**src/rtl/dac_dbuf_pkg.sv**
```systemverilog
package dac_dbuf_pkg;
   localparam logic ADDR_LOW  = 1'b0;
   localparam logic ADDR_HIGH = 1'b1;

   typedef enum logic {
      ALIGN_RIGHT = 1'b0,
      ALIGN_LEFT  = 1'b1
   } align_e;
endpackage

```
**src/rtl/dac_data_regs.sv**
```systemverilog
// Holds the two byte registers, assembles code words and serves reads.
module dac_data_regs #(
   parameter int BUS_W  = 8,
   parameter int CODE_W = 10
) (
   input  logic              clk,
   input  logic              rst_n,
   input  logic              wr_lo,
   input  logic              wr_hi,
   input  logic [BUS_W-1:0]  wdata,
   input  logic              rd_addr,
   input  logic              left_adj,
   output logic [BUS_W-1:0]  rdata,
   output logic [CODE_W-1:0] code_regs,
   output logic [CODE_W-1:0] code_with_new_hi
);
   import dac_dbuf_pkg::*;

   localparam int EXTRA = CODE_W - BUS_W;
   localparam logic [BUS_W-1:0] ONES          = {BUS_W{1'b1}};
   localparam logic [BUS_W-1:0] LO_LEFT_MASK  = ~(ONES >> EXTRA);
   localparam logic [BUS_W-1:0] HI_RIGHT_MASK = ONES >> (BUS_W - EXTRA);

   if (EXTRA < 1 || EXTRA > BUS_W) begin : g_bad_width
      $error("dac_data_regs: CODE_W must lie in BUS_W+1 .. 2*BUS_W");
   end

   logic [BUS_W-1:0] lo_q, hi_q;

   always_ff @(posedge clk or negedge rst_n) begin
      if (!rst_n) begin
         lo_q <= '0;
         hi_q <= '0;
      end else begin
         if (wr_lo) lo_q <= wdata;
         if (wr_hi) hi_q <= wdata;
      end
   end

   function automatic logic [CODE_W-1:0] join_code(
      input logic [BUS_W-1:0] hi, input logic [BUS_W-1:0] lo, input logic la);
      if (align_e'(la) == ALIGN_LEFT) join_code = {hi, lo[BUS_W-1 -: EXTRA]};
      else                            join_code = {hi[EXTRA-1:0], lo};
   endfunction

   always_comb begin
      code_regs        = join_code(hi_q, lo_q, left_adj);
      code_with_new_hi = join_code(wdata, lo_q, left_adj);
   end

   always_comb begin
      if (rd_addr == ADDR_HIGH)
         rdata = (align_e'(left_adj) == ALIGN_LEFT) ? hi_q : (hi_q & HI_RIGHT_MASK);
      else
         rdata = (align_e'(left_adj) == ALIGN_LEFT) ? (lo_q & LO_LEFT_MASK) : lo_q;
   end

   // a read of the high byte in left layout returns what was last written there
   a_r12_hi_readback: assert property (@(posedge clk) disable iff (!rst_n)
      (wr_hi && left_adj) |=> (!left_adj || rd_addr != ADDR_HIGH || rdata == $past(wdata)) || wr_hi);
endmodule

```
**src/rtl/dac_trig_detect.sv**
```systemverilog
// Rising-edge detection on every trigger input, then selection of one.
module dac_trig_detect #(
   parameter int NUM_TRIG = 8,
   localparam int SEL_W   = $clog2(NUM_TRIG)
) (
   input  logic                clk,
   input  logic                rst_n,
   input  logic [NUM_TRIG-1:0] trig_in,
   input  logic [SEL_W-1:0]    trig_sel,
   output logic                trig_evt
);
   if (NUM_TRIG < 2 || (1 << SEL_W) != NUM_TRIG) begin : g_bad_count
      $error("dac_trig_detect: NUM_TRIG must be a power of two, at least 2");
   end

   logic [NUM_TRIG-1:0] rise;

   for (genvar i = 0; i < NUM_TRIG; i++) begin : g_edge
      logic prev_q;
      always_ff @(posedge clk or negedge rst_n) begin
         if (!rst_n) prev_q <= 1'b0;
         else        prev_q <= trig_in[i];
      end
      assign rise[i] = trig_in[i] & ~prev_q;
   end

   assign trig_evt = rise[trig_sel];

   // an event needs the selected line high now
   a_r8_event_needs_high: assert property (@(posedge clk) disable iff (!rst_n)
      trig_evt |-> trig_in[trig_sel]);
   // a line held high over two cycles produces no second event on it
   a_r8_no_event_on_level: assert property (@(posedge clk) disable iff (!rst_n)
      (trig_in[trig_sel] && $stable(trig_sel)) |=> (!trig_evt || !$stable(trig_sel) || !trig_in[trig_sel] || !$past(trig_in[trig_sel]) ? 1'b1 : 1'b1) && !(trig_evt && $stable(trig_sel) && $past(trig_in[trig_sel])));
endmodule

```
**src/rtl/dac_xfer_ctrl.sv**
```systemverilog
// Arming state, shadow code register and load strobe.
module dac_xfer_ctrl #(
   parameter int CODE_W = 10
) (
   input  logic              clk,
   input  logic              rst_n,
   input  logic              auto_en,
   input  logic              wr_lo,
   input  logic              wr_hi,
   input  logic              trig_evt,
   input  logic [CODE_W-1:0] code_regs,
   input  logic [CODE_W-1:0] code_with_new_hi,
   output logic [CODE_W-1:0] code_q,
   output logic              upd_q
);
   logic armed_q;
   logic load_direct, load_trig;

   assign load_direct = !auto_en && wr_hi;
   assign load_trig   = auto_en && armed_q && trig_evt;

   always_ff @(posedge clk or negedge rst_n) begin
      if (!rst_n) armed_q <= 1'b0;
      else if (wr_hi) armed_q <= 1'b1;
      else if (wr_lo) armed_q <= 1'b0;
   end

   always_ff @(posedge clk or negedge rst_n) begin
      if (!rst_n) begin
         code_q <= '0;
         upd_q  <= 1'b0;
      end else begin
         upd_q <= load_direct || load_trig;
         if (load_direct)    code_q <= code_with_new_hi;
         else if (load_trig) code_q <= code_regs;
      end
   end

   // in triggered mode nothing loads while disarmed
   a_r5_unarmed_no_load: assert property (@(posedge clk) disable iff (!rst_n)
      (auto_en && !armed_q) |=> !upd_q);
   // a low write leaves the path disarmed
   a_r6_low_disarms: assert property (@(posedge clk) disable iff (!rst_n)
      wr_lo |=> !armed_q);
endmodule

```
**src/rtl/dac_dbuf_regs.sv**
```systemverilog
module dac_dbuf_regs #(
   parameter int BUS_W    = 8,
   parameter int CODE_W   = 10,
   parameter int NUM_TRIG = 8,
   localparam int SEL_W   = $clog2(NUM_TRIG)
) (
   input  logic                clk,
   input  logic                rst_n,
   input  logic                bus_addr,
   input  logic                bus_we,
   input  logic [BUS_W-1:0]    bus_wdata,
   output logic [BUS_W-1:0]    bus_rdata,
   input  logic                auto_trig_en,
   input  logic [SEL_W-1:0]    trig_sel,
   input  logic [NUM_TRIG-1:0] trig_in,
   input  logic                left_adj,
   output logic [CODE_W-1:0]   dac_code,
   output logic                dac_upd
);
   import dac_dbuf_pkg::*;

   logic wr_lo, wr_hi, trig_evt;
   logic [CODE_W-1:0] code_regs, code_with_new_hi;

   assign wr_lo = bus_we && (bus_addr == ADDR_LOW);
   assign wr_hi = bus_we && (bus_addr == ADDR_HIGH);

   dac_data_regs #(.BUS_W(BUS_W), .CODE_W(CODE_W)) u_regs (
      .clk(clk), .rst_n(rst_n), .wr_lo(wr_lo), .wr_hi(wr_hi), .wdata(bus_wdata),
      .rd_addr(bus_addr), .left_adj(left_adj), .rdata(bus_rdata),
      .code_regs(code_regs), .code_with_new_hi(code_with_new_hi));

   dac_trig_detect #(.NUM_TRIG(NUM_TRIG)) u_trig (
      .clk(clk), .rst_n(rst_n), .trig_in(trig_in), .trig_sel(trig_sel),
      .trig_evt(trig_evt));

   dac_xfer_ctrl #(.CODE_W(CODE_W)) u_xfer (
      .clk(clk), .rst_n(rst_n), .auto_en(auto_trig_en), .wr_lo(wr_lo), .wr_hi(wr_hi),
      .trig_evt(trig_evt), .code_regs(code_regs), .code_with_new_hi(code_with_new_hi),
      .code_q(dac_code), .upd_q(dac_upd));

   // direct mode, a high write produces a strobe next cycle
   a_r2_direct_load: assert property (@(posedge clk) disable iff (!rst_n)
      (wr_hi && !auto_trig_en) |=> dac_upd);
   // a low write with no trigger path active leaves the code alone
   a_r3_low_holds_code: assert property (@(posedge clk) disable iff (!rst_n)
      (wr_lo && !auto_trig_en) |=> ($stable(dac_code) && !dac_upd));
   // the code only moves together with the strobe
   a_r11_code_moves_with_strobe: assert property (@(posedge clk) disable iff (!rst_n)
      !dac_upd |-> $stable(dac_code));
endmodule

```
**config.mk**
```make
export PLATFORM = sky130hd
export DESIGN_NAME = dac_dbuf_regs
export DESIGN_NICKNAME = d
export VERILOG_FILES = /design/src/rtl/dac_dbuf_pkg.sv /design/src/rtl/dac_data_regs.sv /design/src/rtl/dac_trig_detect.sv /design/src/rtl/dac_xfer_ctrl.sv /design/src/rtl/dac_dbuf_regs.sv
export SDC_FILE = /design/constraint.sdc
export NUM_CORES = 1
export LEC_CHECK = 0
export CAP_MARGIN = 20
export CORE_MARGIN = 4
export CORE_UTILIZATION = 48
export CTS_CLUSTER_SIZE = 12
export DETAILED_ROUTE_END_ITERATION = 10
export PLACE_DENSITY = 0.79
export SLEW_MARGIN = 5
export SYNTH_ARGS = -nofsm -noshare
export SYNTH_HDL_FRONTEND = slang
export SYNTH_SLANG_ARGS = --single-unit
```
**constraint.sdc**
```tcl
create_clock -name clk -period 2 [get_ports clk]
set_clock_uncertainty 0.2 [all_clocks]
set_input_delay 0.4 -clock clk [delete_from_list [all_inputs] [get_ports clk]]
set_output_delay 0.4 -clock clk [all_outputs]
set_load 0.02 [all_outputs]
```
Word-level counts from Yosys, hierarchy flattened:

Index checks and enable logic that the tools add are counted.

* output and inout bits: 19
* bits of input ports: 25
* bits in registers: 36

* order comparisons: 1
* reductions and logical operators: 9
* bitwise gates (word level): 17
* muxes and demuxes: 11

Operators with widths (number)
* 2-to-1 mux 10 bit: 4
* 2-to-1 mux 8 bit: 2
* inverter 1 bit: 9
* bitwise AND 1 bit: 8
* 2-to-1 mux 6 bit: 1
* logical AND 1 bit: 5
* less-than comparator 3 x 4 -> 1 bit, second input constant: 1
* nonzero test 2 bit: 2
* binary-select mux 1 bit (select 3 bit): 1
* 2-to-1 mux 1 bit: 3
* logical NOT 1 bit: 1
* logical OR 1 bit: 1

Depth between registers and ports, before layout:

Gate-level depths: netlist of the first run.

* depth in word-level cells: 7
* depth in mapped cells: 7

Cells and area by module:

A second synthesis of the first run with hierarchy kept.

* cell total of the unflattened synthesis: 180
* area total of the unflattened synthesis: 1949.4 um2

By module, submodules not included
* dac_data_regs: cells each 98, seq. area each 400.4 um2, area an instance 950.9 um2, instances 1
* dac_xfer_ctrl: cells each 54, seq. area each 300.3 um2, area an instance 644.4 um2, instances 1
* dac_trig_detect: cells each 26, seq. area each 200.2 um2, area an instance 337.8 um2, instances 1
* dac_dbuf_regs: cells each 2, seq. area each 0.0 um2, area an instance 16.3 um2, instances 1

Worst setup path after synthesis of the first run:

No wires, ideal clock.

* path kind: input-to-reg
* start point: in trig_sel[0]
* end point: reg u_xfer.code_q[0]
* stages: 6
* arrival time: 1.689 ns
* required time: 1.675 ns
* path slack: -0.014 ns
* library setup time: 0.125 ns
* path buffers: 2
* path through: buf_6 > a311oi_1 > a2111oi_2 > nor3_1 > buf_6 > mux2_4

* word-level cells in the longest chain between the ends: 4

RTL lines
* from (decl): line dac_dbuf_regs.sv:14 `input logic [SEL_W-1:0] trig_sel,`
* binary-select mux 1 bit (select 3 bit): line dac_trig_detect.sv:27 `assign trig_evt = rise[trig_sel];`
* 2-to-1 mux 1 bit (implied by the code): line dac_trig_detect.sv:27
* logical AND 1 bit: line dac_xfer_ctrl.sv:20 `assign load_trig = auto_en && armed_q && trig_evt;`
* nonzero test 2 bit (no source line)
* to (signal assigned): line dac_xfer_ctrl.sv:34 `if (load_direct) code_q <= code_with_new_hi;`
* to (signal assigned): line dac_xfer_ctrl.sv:35 `else if (load_trig) code_q <= code_regs;`
* to (decl): line dac_xfer_ctrl.sv:13 `output logic [CODE_W-1:0] code_q,`

Every way passes these cells. The select of a mux whose other input is x is not followed.
A chain may end at the register's enable or synchronous reset.

Worst setup path after layout of the first run:

* start point: in trig_in[7]
* end point: reg u_xfer.code_q[4]

* word-level cells in the longest chain between the ends: 5

RTL lines
* from (decl): line dac_dbuf_regs.sv:15 `input logic [NUM_TRIG-1:0] trig_in,`
* bitwise AND 1 bit: line dac_trig_detect.sv:24 `assign rise[i] = trig_in[i] & ~prev_q;`
* binary-select mux 1 bit (select 3 bit): line dac_trig_detect.sv:27
* 2-to-1 mux 1 bit (implied by the code): line dac_trig_detect.sv:27
* logical AND 1 bit: line dac_xfer_ctrl.sv:20
* nonzero test 2 bit (no source line)

Every way passes these cells. The select of a mux whose other input is x is not followed.

==> impl_metrics.py, run 1 <==
metrics = {
    "status": {
        "status": "finished, violations left",
        "violations": "hold timing",
    },
    "placement": {
        "dp.final_hpwl_um": 2900,
        "globalplace.congestion": 0.761,
        "dp_worst_setup_slack_ns": -0.697,
        "port-buffer-count": 43,
        "dp.cells": 236,
    },
    "worst_setup_path": {
        "timing.critical_path.fanout_max": 5,
        "critical_path.slowest_cell": "clkdlybuf4s50_1",
        "ff2ff_setup_slack_ns": 0.08,
        "cpPeakStageDelay_ns": 0.45,
        "setup.worst_path.end_class": "register",
        "critical_r2r_launch": "u_trig.g_edge[0].prev_q",
        "path_class": "in -> reg",
        "critical_path.reg2reg.endpoint": "u_xfer.code_q[4]",
        "critPathArrivalTime_ns": 2.02,
        "worstPathCellList": "clkdlybuf4s50_1 > a32oi_2 > a211oi_2 > nor3_4 > clkbuf_16 > mux2_4",
        "timing.reg2reg.worst_path_depth": 6,
        "startpoint_type": "primary input",
        "critical_path_required_ns": 2.05,
    },
    "finish": {
        "mostFrequentLayoutCells": "36 x dfrtp_1, 26 x clkdlybuf4s50_1, 14 x mux2_2",
        "final_common_cell": "dfrtp_1",
        "antennaDiodeCount": 0,
        "final_nets": 224,
        "final_cell_count_no_fill": 246,
        "area_growth_pct": 46.1,
        "drive_above_1_share_pct": 35.0,
    },
    "grt": {
        "grtUsageTotal_pct": 18.9,
        "grt_antenna_before_repair": 0,
        "grt_pass1_vias": 1288,
        "maximum_number_of_pins_on_one_net_before_global_route_repair": 37,
        "grt_first_pass_wirelength_um": 6170,
        "aggregate_global_routing_overflow": 0,
    },
    "clock_tree": {
        "clock_insertion_delay_worst_skew_ns": 0.35,
        "tritoncts_num_sinks": 36,
        "root_buffer": "clkbuf_4",
        "clockBufferDepth": 2,
        "htree_num_levels": 2,
        "register_clock_pin_slew_on_the_reported_worst_setup_and_hold_paths_ns": 0.11,
        "tritoncts": "built",
        "cts_inserted_buffers": 5,
    },
    "synth": {
        "cell_count_after_synthesis": 138,
        "synth_simple_gate_area_share_pct": 8.92,
        "synth_compound_gate_area_share_pct": 9.37,
        "synth-seq-area-share_pct": 53.5,
        "synth-seq-cells": 36,
        "library_cells_used_by_synthesis": 26,
        "synth_top_family_by_area": "multiplexers",
        "synth_fp_nets": 163,
        "adder_cell_share_of_the_synthesized_area_pct": 0,
        "syn_area_um2": 1680,
        "synth_area_leaders": "dfrtp_1 54%, mux2_2 10%, mux2_4 8.0%, mux2i_1 5.9%, nand2_1 2.5%",
        "post_synthesis_area_per_instance_um2": 12.2,
        "synth.mux.area_fraction_pct": 24.0,
        "synthesis.yosys.warnings": 0,
        "synth_top_cell_by_area": "dfrtp_1",
        "synth_xor_area_share_pct": 0,
        "yosys_top_cell_area_share_pct": 53.5,
    },
    "floorplanning": {
        "rows": 21,
        "initial_core_utilization_pct": 50.0,
        "die-height_um": 67.2,
        "die_width_um": 67.2,
        "num_io_pins": 44,
        "fp.coreArea_um2": 3360,
        "design.die.area_um2": 4520,
    },
    "power": {
        "pwr-share-comb_pct": 34.6,
        "power_report.internal_total_mw": 1.42,
        "clockPowerShare_pct": 19.7,
        "switching_power_of_the_nets_uw": 628,
        "p_total_mw": 2.05,
        "p_seq_share_pct": 45.7,
        "switching_share_pct": 30.6,
        "max-vdd-ir-drop_uv": 520,
        "leakage_nw": 1.15,
        "pwr_density_cell_nw_per_um2": 835,
    },
    "timing": {
        "setup_repair_after_global_routing_missed_its_margin": "true",
        "fin_crit_sh_pct": 98.6,
        "worstMarginPinSlew_ns": 0.442,
        "whs_ns": -0.00894,
        "timing.max_slew.rel_slack_pct": 70.5,
        "period_needed_ns": 1.97,
        "timing_max_transition_violations_final": 0,
        "final.setup.worst_slack_ns": 0.0287,
        "finalHoldViolations": 1,
        "maxClockFrequency_mhz": 507,
        "setup_viol": 0,
    },
    "route": {
        "vias": 1288,
        "drt_drc_violations_left": 0,
        "finalWirelength_um": 4140,
        "detail_route.wl_per_cell_um": 16.8,
        "drt_pass1_iterations": 5,
        "route.antenna.remaining_nets": 0,
        "detail_route.iter0.violations": 116,
        "detail_route.vias_per_cell": 5.24,
    },
    "hold_path": {
        "hp-class": "in -> reg",
        "worst_hold_path.num_cells": 1,
        "hold_end": "u_trig.g_edge[0].prev_q",
        "min-delay-start": "trig_in[0]",
    },
    "job": {
        "timing.max_cap.violations": 0,
    },
}
==> state kept, by name (all words and copies together) (netlist names) <==
register,flops
u_regs.hi_q,8
u_regs.lo_q,8
u_trig.g_edge.prev_q,8
u_xfer.armed_q,1
u_xfer.code_q,10
u_xfer.upd_q,1
==> critical path, delay by kind of cell <==
kind | cells | cell delay, ns
buffers and inverters | 2 | 0.66
AOI/OAI and AO/OA | 2 | 0.37
and+or+nand+nor | 1 | 0.30
muxes | 1 | 0.29
==> synth_stat cells <==
cell       number
and2_0          1
nand2b_1        2
a22o_1          4
mux2i_1        10
a311oi_1        1
buf_6           2
nand3_1         1
nand2_2         1
mux2_4          9
nor3_1          1
a211oi_1        1
dfrtp_1        36
clkbuf_1        3
nor2_4          1
a2111oi_2       1
nor2b_1         2
buf_2           2
mux2_2         15
a221oi_1        1
a21oi_1         6
nor2_1         10
a32oi_1         2
nor3b_2         1
nand2_1        11
o21ai_0         7
inv_1           7
==> worst max path at each step <==
| stage | slack (ns) | to | from | cells past startpoint |
|---|---|---|---|---|
| after global placement | -0.64 | bus_rdata[2] | left_adj | 5 |
| after floorplan | 0.06 | u_xfer.code_q[0] | trig_sel[0] | 7 |
| final | 0.03 | u_xfer.code_q[4] | trig_in[7] | 6 |
| after CTS | 0.01 | u_xfer.code_q[5] | trig_in[5] | 7 |
| after detailed placement | -0.70 | bus_rdata[3] | left_adj | 5 |
| after global routing | -0.03 | u_xfer.code_q[4] | trig_in[2] | 6 |
==> cell type report <==
class / instances / area [um2]
sequential: 36 / 901
fill: 241 / 905
clock buffer: 8 / 58.8
multi-input combinational: 88 / 805
timing repair buffer: 61 / 611
inverter: 7 / 26.3
tap: 46 / 57.6
==> repair_timing <==
action                                 CTS  global route
gates resized for setup                 56            19
gates cloned                             0             1
hold buffers                             0             1
setup buffers                            0             0
setup endpoints to repair               18            10
pin swaps                                5             7
endpoints found under the hold margin    0             1
==> metrics by stage <==
stage / hold slack [ns] / instance area [um2] / utilization, % / setup TNS, ns
finish: -0.00894 / 2460 / 73.1 / 0
global route: 0.00738 / 2460 / 73.1 / -0.164
CTS: 0.276 / 2340 / 69.6 / 0
detailed placement: 0.297 / 2280 / 67.7 / -10.66
global placement: 0.292 / 2280 / 67.7 / -9.80
floorplan: -0.0956 / 1690 / - / 0
==> cells by family (layout without fill, tap and decap cells) <==
| kind of cell | Yosys count | in the layout |
|---|---|---|
| flip-flops | 36 | 36 |
| AND/OR/NAND/NOR | 31 | 31 |
| buffers and inverters | 14 | 76 |
| multiplexers | 34 | 34 |
| AO/OA/AOI/OAI | 23 | 23 |
==> power groups by stage <==
| stage | logic (mW) | registers, mW | clock network [mW] |
|---|---|---|---|
| final | 0.710 | 0.938 | 0.406 |
| after global routing | 0.756 | 0.955 | 0.445 |
| after CTS | 0.688 | 0.938 | 0.404 |
| after detailed placement | 0.685 | 0.951 | 0 |
| after global placement | 0.668 | 0.939 | 0 |
| after floorplan | 0.275 | 1.02 | 0 |
==> per-layer routing <==
layer	GRT usage (%)	vias to the layer above	wire length, um	part of all wire (%)
met5	0	-	0	0
met4	11.1	0	153	3.7
li1	-	613	-	-
met3	3.83	14	169	4.1
met2	29.6	40	2110	51
met1	24.3	621	1710	41
Note: power is estimated with default switching activity, not from simulation.
==> inputs of run 2 (changes only) <==
--- a/config.mk
+++ b/config.mk
@@ -6,11 +6,12 @@
 export NUM_CORES = 1
 export LEC_CHECK = 0
 export CAP_MARGIN = 20
+export CORE_ASPECT_RATIO = 0.75
 export CORE_MARGIN = 4
-export CORE_UTILIZATION = 48
+export CORE_UTILIZATION = 51
 export CTS_CLUSTER_SIZE = 12
 export DETAILED_ROUTE_END_ITERATION = 10
-export PLACE_DENSITY = 0.79
+export PLACE_DENSITY = 0.83
 export SLEW_MARGIN = 5
 export SYNTH_ARGS = -nofsm -noshare
 export SYNTH_HDL_FRONTEND = slang
==> constraint.sdc (replaced) <==
create_clock -name clk -period 2.3 [get_ports clk]
set_clock_uncertainty 0.2 [all_clocks]
set_input_delay 0.46 -clock clk [delete_from_list [all_inputs] [get_ports clk]]
set_output_delay 0.46 -clock clk [all_outputs]
set_load 0.02 [all_outputs]
==> impl_metrics.py, run 2 (synthesis gave the netlist of run 1 again) <==
metrics = {
    "status": {
        "status": "finished, final reports clean",
    },
    "power": {
        "pwr_density_cell_nw_per_um2": 795,
        "power_report.internal_total_mw": 1.31,
        "pwr-share-comb_pct": 31.0,
        "switching_power_of_the_nets_uw": 543,
        "p_seq_share_pct": 44.0,
        "clockPowerShare_pct": 25.0,
        "p_total_mw": 1.85,
        "max-vdd-ir-drop_uv": 583,
        "leakage_nw": 1.06,
        "switching_share_pct": 29.3,
    },
    "finish": {
        "final_nets": 223,
        "seqCellArea_um2": 901,
        "largest_register_ffs": 10,
        "antennaDiodeCount": 0,
        "mostFrequentLayoutCells": "36 x dfrtp_1, 32 x clkdlybuf4s50_1, 16 x buf_4",
        "area_growth_pct": 38.2,
        "final_cell_count_no_fill": 237,
        "top_register_by_number_of_flip_flops": "u_xfer.code_q",
        "fillerInstances": 193,
        "drive_above_1_share_pct": 30.2,
        "combined_area_of_the_multi_input_logic_cells_um2": 719,
        "final_common_cell": "dfrtp_1",
    },
    "hold_path": {
        "min-delay-start": "u_regs.lo_q[1]",
        "hp-class": "reg -> reg",
    },
    "floorplanning": {
        "rows": 17,
        "design.die.area_um2": 4290,
        "fp.coreArea_um2": 3040,
        "die_width_um": 74.3,
        "num_io_pins": 44,
        "initial_core_utilization_pct": 55.3,
        "die-height_um": 57.7,
    },
    "placement": {
        "dp.cells": 229,
        "port-buffer-count": 43,
        "globalplace.congestion": 0.800,
        "dp.final_hpwl_um": 2980,
    },
    "grt": {
        "grt.busiest_layer": "met2",
        "aggregate_global_routing_overflow": 0,
        "met2_global_route_usage_pct": 31.7,
        "grt_antenna_before_repair": 0,
        "grt_use_met1_pct": 25.6,
        "grtUsageTotal_pct": 20.4,
        "grt_pass1_vias": 1348,
        "gr-usage-met3_pct": 6.41,
        "maximum_number_of_pins_on_one_net_before_global_route_repair": 37,
        "grt_first_pass_wirelength_um": 6440,
    },
    "worst_setup_path": {
        "worstPathCellList": "clkdlybuf4s50_1 > nor3b_2 > a311oi_1 > a2111oi_2 > nor3_2 > buf_12 > mux2_2",
        "critical_r2r_launch": "u_trig.g_edge[0].prev_q",
        "worst-path-buf-inv": 2,
        "cp_top_family": "buffers and inverters",
        "startpoint_type": "primary input",
        "critical_path_required_ns": 2.28,
        "critical_path.slowest_cell": "clkdlybuf4s50_1",
        "setup.worst_path.end_class": "register",
        "cpPeakStageDelay_ns": 0.42,
        "path_class": "in -> reg",
        "critPathArrivalTime_ns": 2.18,
        "timing.critical_path.fanout_max": 11,
        "cp-startpoint": "trig_in[0]",
    },
    "clock_tree": {
        "register_clock_pin_slew_on_the_reported_worst_setup_and_hold_paths_ns": 0.07,
        "htree_num_levels": 2,
        "tritoncts_num_sinks": 36,
        "clockBufferDepth": 2,
        "root_buffer": "clkbuf_8",
        "cts_setup_buffers": 0,
        "clock_insertion_delay_worst_skew_ns": 0.29,
        "cts_inserted_buffers": 5,
        "tritoncts": "built",
        "ctsHoldBuffers": 0,
    },
    "route": {
        "drt_drc_violations_left": 0,
        "detail_route.wl_per_cell_um": 16.6,
        "vias": 1260,
        "detail_route.vias_per_cell": 5.32,
        "detail_route.iter0.violations": 77,
        "route.antenna.remaining_nets": 0,
        "finalWirelength_um": 3940,
        "drt_pass1_iterations": 4,
    },
    "timing": {
        "maxClockFrequency_mhz": 454,
        "setup_repair_after_global_routing_missed_its_margin": "false",
        "worstMarginPinSlew_ns": 0.443,
        "fin_crit_sh_pct": 95.8,
        "setup_viol": 0,
        "timing.max_slew.rel_slack_pct": 70.5,
        "finalHoldViolations": 0,
        "timing_max_transition_violations_final": 0,
        "period_needed_ns": 2.20,
    },
    "job": {
        "timing.max_cap.violations": 0,
    },
}
==> run 2: cell count changes in the layout (fill, tap and decap cells not counted), sizes merged <==
cell,before,now
buf,24,23
dlygate4sd3,1,0
clkdlybuf4s50,26,32
clkbuf,10,8
clkdlybuf4s15,0,2
dlymetal6s2s,6,1
==> run 2: per-stage QoR <==
| step | setup TNS [ns] | instance area [um2] | utilization (%) | setup slack [ns] | hold slack [ns] |
|---|---|---|---|---|---|
| 6_report | 0 | 2330 | 76.5 | 0.0975 | 0.313 |
| 5_1_grt | 0 | 2330 | 76.5 | 0.00349 | 0.333 |
| 4_1_cts | 0 | 2320 | 76.4 | 0.00688 | 0.315 |
| 3_5_place_dp | -6.14 | 2260 | 74.4 | -0.480 | 0.295 |
| 3_3_place_gp | -5.90 | 2260 | 74.4 | -0.465 | 0.292 |
| 2_1_floorplan | 0 | 1680 | - | 0.226 | -0.0356 |
==> run 2: power groups by stage <==
stage                     clock network [mW]  registers [mW]  logic [mW]
final                                  0.462           0.813       0.574
after global routing                   0.491           0.828       0.615
after CTS                              0.471           0.815       0.581
after detailed placement                   0           0.826       0.592
after global placement                     0           0.816       0.578
after floorplan                            0           0.886       0.238
==> run 2: final timing paths <==
kind | endpoint | slack [ns] | cells after the start
max in group asynchronous | u_trig.g_edge[5].prev_q | 1.20 | 2
min in group asynchronous | u_xfer.code_q[7] | 0.39 | 2
min | u_regs.lo_q[1] | 0.31 | 1
max | u_xfer.code_q[2] | 0.1 | 7
max reg2reg | u_xfer.code_q[8] | 0.42 | 6
min reg2reg | u_regs.lo_q[1] | 0.31 | 1
==> run 2: routing by layer <==
layer	wire (um)	up-vias	share of wire [%]
li1	-	604	-
met3	251	8	6.4
met2	1910	43	48
met5	0	-	0
met4	91	0	2.3
met1	1690	605	43
==> run 2: area by class of cell <==
type,instances,share of cell area (%)
Sequential cell,36,38.7
Clock buffer,8,3.87
Multi-Input combinational cell,88,30.9
Timing Repair Buffer,60,23.3
Inverter,7,1.13
Tap cell,38,2.04
==> run 2: repair_timing <==
| action | CTS | global route |
|---|---|---|
| resized for setup | 35 | 1 |
| endpoints found under the hold margin | 0 | 0 |
| setup endpoints to repair | 8 | 10 |
==> inputs of run 3 (changes only) <==
--- a/config.mk
+++ b/config.mk
@@ -12,7 +12,6 @@
 export CTS_CLUSTER_SIZE = 12
 export DETAILED_ROUTE_END_ITERATION = 10
 export PLACE_DENSITY = 0.83
-export SLEW_MARGIN = 5
 export SYNTH_ARGS = -nofsm -noshare
 export SYNTH_HDL_FRONTEND = slang
 export SYNTH_SLANG_ARGS = --single-unit
==> results of run 3 <==
Final layout, timing and power as in run 2 (identical DEF).
